## config.mk

```make
export PLATFORM = sky130hd
export DESIGN_NAME = sawtooth_regulator
export DESIGN_NICKNAME = d
export VERILOG_FILES = /design/src/rtl/sawreg_pkg.sv /design/src/rtl/mains_cycle_counter.sv /design/src/rtl/stair_ramp.sv /design/src/rtl/reference_builder.sv /design/src/rtl/heat_decider.sv /design/src/rtl/sawtooth_regulator.sv
export SDC_FILE = /design/constraint.sdc
export NUM_CORES = 1
export LEC_CHECK = 0
export ABC_AREA = 1
export BUFFER_PORTS_ARGS = -buffer_cell sky130_fd_sc_hd__buf_2
export CAP_MARGIN = 10
export CELL_PAD_IN_SITES_DETAIL_PLACEMENT = 1
export CELL_PAD_IN_SITES_GLOBAL_PLACEMENT = 1
export CORE_UTILIZATION = 40
export DETAILED_ROUTE_END_ITERATION = 10
export PLACE_DENSITY = 0.89
export SETUP_SLACK_MARGIN = 0.2
export SYNTH_ARGS = -nofsm -noshare
export SYNTH_HDL_FRONTEND = slang
export SYNTH_SLANG_ARGS = --single-unit
```

## constraint.sdc

```tcl
create_clock -name clk -period 6.24 [get_ports clk]
set_input_delay 0.936 -clock clk [delete_from_list [all_inputs] [get_ports clk]]
set_output_delay 0.936 -clock clk [all_outputs]
set_load 0.005 [all_outputs]
```

## src/rtl/sawreg_pkg.sv

```systemverilog
// Shared types for the sawtooth heat regulator.
// Assumes: nothing beyond the standard language.
package sawreg_pkg;

    // Heat request state kept by the decision stage.
    typedef enum logic {
        HEAT_IDLE = 1'b0,
        HEAT_FIRE = 1'b1
    } heat_state_e;

    // Threshold pair presented to the comparator.
    typedef struct packed {
        logic [11:0] upper;
        logic [11:0] lower;
    } thr_pair_t;

endpackage

```

## src/rtl/mains_cycle_counter.sv

```systemverilog
// Free-running counter that advances once per mains-cycle enable.
// Assumes: cycle_en is a single-clock pulse; reset is synchronous, active low.
module mains_cycle_counter #(
    parameter int CNT_W = 11
) (
    input  logic             clk,
    input  logic             rst_n,
    input  logic             cycle_en,
    output logic [CNT_W-1:0] count
);

    localparam logic [CNT_W-1:0] CNT_MAX = '1;

    // Count mains cycles, wrapping naturally at the top.
    always_ff @(posedge clk) begin
        if (!rst_n)
            count <= '0;
        else if (cycle_en)
            count <= count + 1'b1;
    end


    cnt_wrap_chk: assert property (@(posedge clk) disable iff (!rst_n)
        (cycle_en && count == CNT_MAX) |=> (count == '0));


    cnt_hold_chk: assert property (@(posedge clk) disable iff (!rst_n)
        !cycle_en |=> $stable(count));


    cnt_reset_chk: assert property (@(posedge clk)
        !rst_n |=> (count == '0));

endmodule

```

## src/rtl/stair_ramp.sv

```systemverilog
// Turns the counter's upper bits into a staircase offset code.
// Assumes: (2**STEP_BITS - 1) * STEP_LSB fits in CODE_W bits.
module stair_ramp #(
    parameter int STEP_BITS = 4,
    parameter int CODE_W    = 12,
    parameter int STEP_LSB  = 4
) (
    input  logic [STEP_BITS-1:0] step,
    output logic [CODE_W-1:0]    offset
);

    localparam bit LSB_POW2 = (STEP_LSB & (STEP_LSB - 1)) == 0;
    localparam int SHIFT    = $clog2(STEP_LSB);

    logic [CODE_W-1:0] step_ext;

    // Widen the step index to code width.
    always_comb step_ext = CODE_W'(step);

    generate
        if (LSB_POW2) begin : g_shift
            // Power-of-two step: a plain shift.
            always_comb offset = step_ext << SHIFT;
        end else begin : g_mult
            // Arbitrary step: a constant multiply.
            always_comb offset = step_ext * CODE_W'(STEP_LSB);
        end
    endgenerate

endmodule

```

## src/rtl/reference_builder.sv

```systemverilog
// Builds the comparator thresholds from set-point, ramp and mode offsets.
// Assumes: all codes unsigned; every sum/difference clamps at range ends.
module reference_builder
    import sawreg_pkg::*;
#(
    parameter int CODE_W      = 12,
    parameter int REDUCE_CODE = 320,
    parameter int HYST_NARROW = 10,
    parameter int HYST_WIDE   = 320
) (
    input  logic [CODE_W-1:0] setpoint,
    input  logic [CODE_W-1:0] ramp_ofs,
    input  logic              reduce_en,
    input  logic              wide_hyst,
    output logic [CODE_W-1:0] thr_upper,
    output logic [CODE_W-1:0] thr_lower
);

    localparam logic [CODE_W-1:0] CODE_MAX = '1;
    localparam logic [CODE_W-1:0] RED_C    = CODE_W'(REDUCE_CODE);
    localparam logic [CODE_W-1:0] HN_C     = CODE_W'(HYST_NARROW);
    localparam logic [CODE_W-1:0] HW_C     = CODE_W'(HYST_WIDE);

    logic [CODE_W:0]   raw_sum;
    logic [CODE_W-1:0] sat_sum;
    logic [CODE_W-1:0] cut;
    logic [CODE_W-1:0] hyst;

    // Set-point plus ramp, clamped at the top code.
    always_comb begin
        raw_sum = {1'b0, setpoint} + {1'b0, ramp_ofs};
        sat_sum = raw_sum[CODE_W] ? CODE_MAX : raw_sum[CODE_W-1:0];
    end

    // Energy-saving reduction, clamped at zero.
    always_comb begin
        cut       = reduce_en ? RED_C : '0;
        thr_upper = (sat_sum >= cut) ? (sat_sum - cut) : '0;
    end

    // Hysteresis selection and lower turn-on level, clamped at zero.
    always_comb begin
        hyst      = wide_hyst ? HW_C : HN_C;
        thr_lower = (thr_upper >= hyst) ? (thr_upper - hyst) : '0;
    end

endmodule

```

## src/rtl/heat_decider.sv

```systemverilog
// Hysteretic comparator with open-sensor inhibit, updated per mains cycle.
// Assumes: thr_lower <= thr_upper; inputs are synchronous to clk.
module heat_decider
    import sawreg_pkg::*;
#(
    parameter int CODE_W        = 12,
    parameter int FAILSAFE_CODE = 3900
) (
    input  logic              clk,
    input  logic              rst_n,
    input  logic              cycle_en,
    input  logic [CODE_W-1:0] sensor,
    input  logic [CODE_W-1:0] thr_upper,
    input  logic [CODE_W-1:0] thr_lower,
    output logic              heat_req,
    output logic              failsafe
);

    localparam logic [CODE_W-1:0] FS_C = CODE_W'(FAILSAFE_CODE);

    heat_state_e state_q, state_d;
    logic        fs_d;

    // Next decision from present state, sensor and thresholds.
    always_comb begin
        fs_d = (sensor > FS_C);
        if (fs_d)
            state_d = HEAT_IDLE;
        else if (state_q == HEAT_FIRE)
            state_d = (sensor < thr_upper) ? HEAT_FIRE : HEAT_IDLE;
        else
            state_d = (sensor < thr_lower) ? HEAT_FIRE : HEAT_IDLE;
    end

    // Register decision and inhibit once per mains cycle.
    always_ff @(posedge clk) begin
        if (!rst_n) begin
            state_q  <= HEAT_IDLE;
            failsafe <= 1'b0;
        end else if (cycle_en) begin
            state_q  <= state_d;
            failsafe <= fs_d;
        end
    end

    // Drive the request from the state.
    always_comb heat_req = (state_q == HEAT_FIRE);


    fs_mute_chk: assert property (@(posedge clk) disable iff (!rst_n)
        failsafe |-> !heat_req);


    heat_rise_chk: assert property (@(posedge clk) disable iff (!rst_n)
        $rose(heat_req) |-> ($past(sensor) < $past(thr_lower)));


    out_hold_chk: assert property (@(posedge clk) disable iff (!rst_n)
        !cycle_en |=> ($stable(heat_req) && $stable(failsafe)));


    out_reset_chk: assert property (@(posedge clk)
        !rst_n |=> (!heat_req && !failsafe));

endmodule

```

## src/rtl/sawtooth_regulator.sv

```systemverilog
// Top: mains-cycle counter, staircase ramp, threshold build, decision.
// Assumes: cycle_en pulses once per mains period for one clock.
module sawtooth_regulator #(
    parameter int CNT_W         = 11,
    parameter int STEP_BITS     = 4,
    parameter int CODE_W        = 12,
    parameter int STEP_LSB      = 4,
    parameter int REDUCE_CODE   = 320,
    parameter int HYST_NARROW   = 10,
    parameter int HYST_WIDE     = 320,
    parameter int FAILSAFE_CODE = 3900
) (
    input  logic              clk,
    input  logic              rst_n,
    input  logic              cycle_en,
    input  logic [CODE_W-1:0] setpoint,
    input  logic [CODE_W-1:0] sensor,
    input  logic              reduce_en,
    input  logic              wide_hyst,
    output logic              heat_req,
    output logic              failsafe
);

    localparam int STEP_LO = CNT_W - STEP_BITS;

    logic [CNT_W-1:0]     count;
    logic [STEP_BITS-1:0] step;
    logic [CODE_W-1:0]    ramp_ofs;
    logic [CODE_W-1:0]    thr_upper;
    logic [CODE_W-1:0]    thr_lower;

    mains_cycle_counter #(.CNT_W(CNT_W)) u_counter (
        .clk      (clk),
        .rst_n    (rst_n),
        .cycle_en (cycle_en),
        .count    (count)
    );

    // Take the staircase index from the counter's top bits.
    always_comb step = count[CNT_W-1:STEP_LO];

    stair_ramp #(
        .STEP_BITS (STEP_BITS),
        .CODE_W    (CODE_W),
        .STEP_LSB  (STEP_LSB)
    ) u_ramp (
        .step   (step),
        .offset (ramp_ofs)
    );

    reference_builder #(
        .CODE_W      (CODE_W),
        .REDUCE_CODE (REDUCE_CODE),
        .HYST_NARROW (HYST_NARROW),
        .HYST_WIDE   (HYST_WIDE)
    ) u_ref (
        .setpoint  (setpoint),
        .ramp_ofs  (ramp_ofs),
        .reduce_en (reduce_en),
        .wide_hyst (wide_hyst),
        .thr_upper (thr_upper),
        .thr_lower (thr_lower)
    );

    heat_decider #(
        .CODE_W        (CODE_W),
        .FAILSAFE_CODE (FAILSAFE_CODE)
    ) u_decide (
        .clk       (clk),
        .rst_n     (rst_n),
        .cycle_en  (cycle_en),
        .sensor    (sensor),
        .thr_upper (thr_upper),
        .thr_lower (thr_lower),
        .heat_req  (heat_req),
        .failsafe  (failsafe)
    );


    ramp_hold_chk: assert property (@(posedge clk) disable iff (!rst_n)
        !cycle_en |=> $stable(ramp_ofs));


    thr_order_chk: assert property (@(posedge clk) disable iff (!rst_n)
        thr_lower <= thr_upper);

endmodule

```

==> reports/metrics.cfg <==
[run_status]
outcome = finished, final reports clean

[pwr]
p_switching_uw = 145.0
power_frac_clock = 0.233
seq_power_share = 0.254
combPwrFrac = 0.513
ir_drop_uv = 113.6
p_sw_frac = 0.4218
finalPower_uw = 343.9
p_leak_uw = 0.001363
p_int_uw = 198.8
p_per_area_nw_per_um2 = 139.2

[drt]
route.detailed.drc = 0
avgViaCountPerCell = 5.175
firstDrtPassIters = 5
drt_iter0_markers = 102
routedWlPerCell_um = 13.57
ant_nets = 0
vias = 2391
wl_mm = 6.269

[final_layout]
multi_input_area_um2 = 1690
syn_to_final_growth_pct = 12.35
nNetsFinal = 458
fillers = 775
final_common_cell = nand2_1
final_core_util = 0.4745
seq_area_um2 = 260.3
instances_no_fill = 462
drive_above_1_share = 0.1454
final_cell_mix = 80 x nand2_1, 60 x inv_1, 38 x nand3_1, 38 x nor2_1, 35 x ha_1
diodes = 0

[sta]
fmax_mhz = 183.2
clock_skew_ns = 0.005320
period_share = 0.8748
min_period_ns = 5.459
tightest_slew_ns = 0.4075
fin_ws_ns = 0.7812
slew_headroom = 0.7258
hold_violations = 0
rsz0062_at_grt = no
maxSlewViolCount = 0
setup_viol = 0
setup_tns_ns = 0

[cts]
insertion_delay_ns = 0.26
post_cts_buffers = 0
cts_tree = done
cts_root_buf = clkbuf_8
clkTransAtPathRegs_ns = 0.05
clockBufferDepth = 2
cts-htree-levels = 1
clock_sinks = 13
cts_made_buffers = 3

[logic_synthesis]
ys_types = 36
seq_area_frac_synth = 0.1184
ys_ff_latch = 13
synth_fp_nets = 427
netlist_instances = 362
synth_area_per_cell_um2 = 6.073
synth_edf_count = 0
ys.flop_type = dfxtp_1
synthArstFlopShare = 0
netlist_area_um2 = 2198
ys_warn_count = 0

[grt]
grt_max_degree = 16
antenna_found_initial = 0
grt_overflow = 0
grt_pass1_vias = 2477
grt_usage = 0.2291
grt_pass1_wl_mm = 10.82

[setup_path]
required_ns = 6.43
timing.critical_path.buf_inv = 8
crit_fanout = 15
cpPeakStageDelay_ns = 0.39
arrival_ns = 5.65
cp_top_family = simple AND/OR/NAND/NOR gates
timing.rr.start = u_counter.count[7]$_SDFFE_PN0P_
regToRegSetupSlack_ns = 1.06
critPathCaptureType = flop
critPathKind = input port to flop
crit_start = setpoint[2]
start_kind = input port
cp_slowest_cell = fa_1

[floorplanning]
chipHeight_um = 76.14
rows = 26
die-width_um = 76.14
io_pins = 31
core_area_um2 = 5205
die-area_um2 = 5797
initial_core_util = 0.4224

[placed_design]
dp.cells = 458
dp_slack_ns = 0.3833
gp_congestion = 0.8976
portBuffers = 30
hpwl_mm = 5.325

[run]
max-cap-violations = 0

[min_path]
hold_start = u_decide.heat_req$_SDFFE_PN0P_
min_path_type = flop to flop

## registers in the layout (all words and copies together), names as in the netlist
signal and flops:
u_decide.heat_req 1, u_counter.count 11, u_decide.failsafe 1
## area by class of cell
cell class                 instances  share of cell area
multi-input combinational        282              0.6844
sequential                        13              0.1054
inverter                          63             0.09574
timing repair buffer              30             0.06079
tap                               70             0.03546
clock buffer                       4             0.01824
## worst paths after layout
kind	depth (start not counted)	endpoint
worst max register to register	38	u_decide.heat_req$_SDFFE_PN0P_
worst max-delay path	39	u_decide.heat_req$_SDFFE_PN0P_
worst min register to register	2	u_decide.heat_req$_SDFFE_PN0P_
worst min-delay path	2	u_decide.heat_req$_SDFFE_PN0P_
## per-stage QoR
step,area (µm²),hold WS (ns)
after floorplan,2198,0.4594
final,2470,0.4725
after global routing,2470,0.5020
after CTS,2457,0.4776
after global placement,2412,0.4702
after detailed placement,2412,0.4681
## synthesized netlist by cell type, types with 2 or more instances
library cell  number  share of area
nand4_1            9          0.026
nand3b_1           3          0.010
nand2_2            3         0.0085
dfxtp_1           13           0.12
xor2_1             4          0.016
xnor2_1            2         0.0080
o21ai_0            9          0.020
nand2_4            2          0.010
a21oi_1           20          0.046
nor3_1            12          0.027
o21bai_1           2         0.0068
clkbuf_1           2         0.0034
nor2_1            38          0.065
nor3b_1            2         0.0068
ha_1              35           0.20
inv_1             60           0.10
or2_2              3         0.0085
inv_2              2         0.0034
nand3_2            6          0.027
nand3_1           38          0.087
nor2_2             3         0.0085
nand2_1           80           0.14
## timing repair
action / CTS / global route
hold buffers: 0 / 0
endpoints found under the setup margin: 0 / 1
resized for setup: 0 / 2
## logic make-up (layout without fill, tap and decap cells)
kind of cell / after synthesis / in the layout / synth area share
and+or+nand+nor: 204 / 204 / 0.4394
buffers and inverters: 67 / 97 / 0.1184
adders and majority gates: 36 / 36 / 0.2083
AOI/OAI and AO/OA: 36 / 36 / 0.09164
DFF: 13 / 13 / 0.1184
xor gates and xnor gates: 6 / 6 / 0.02390
## per-layer routing
layer,vias to the layer above,global-route usage,routed length [µm]
li1,1239,-,-
met3,9,0.01796,123
met5,-,0,0
met4,0,0.07885,122
met1,1108,0.2736,2931
met2,35,0.4273,3092
## worst reg2reg max path, delay by kind of cell (launching register included)
kind                     cells  cell delay, ns
AND/OR/NAND/NOR             20            1.89
flip-flops                   1            0.43
buffers and inverters        7            0.47
adder cells (fa/ha/maj)      5            1.48
AO/OA/AOI/OAI                5            0.67
XOR/XNOR                     1            0.16
## power by group through the flow
stage          logic, µW  clock network (µW)  registers, µW
6_report             176                80.1           87.3
2_1_floorplan        124                   0           89.0
3_5_place_dp         176                   0           89.1
5_1_grt              206                85.0           87.7
3_3_place_gp         165                   0           89.2
4_1_cts              177                81.3           87.4
Note: power is estimated with default switching activity, not from simulation.
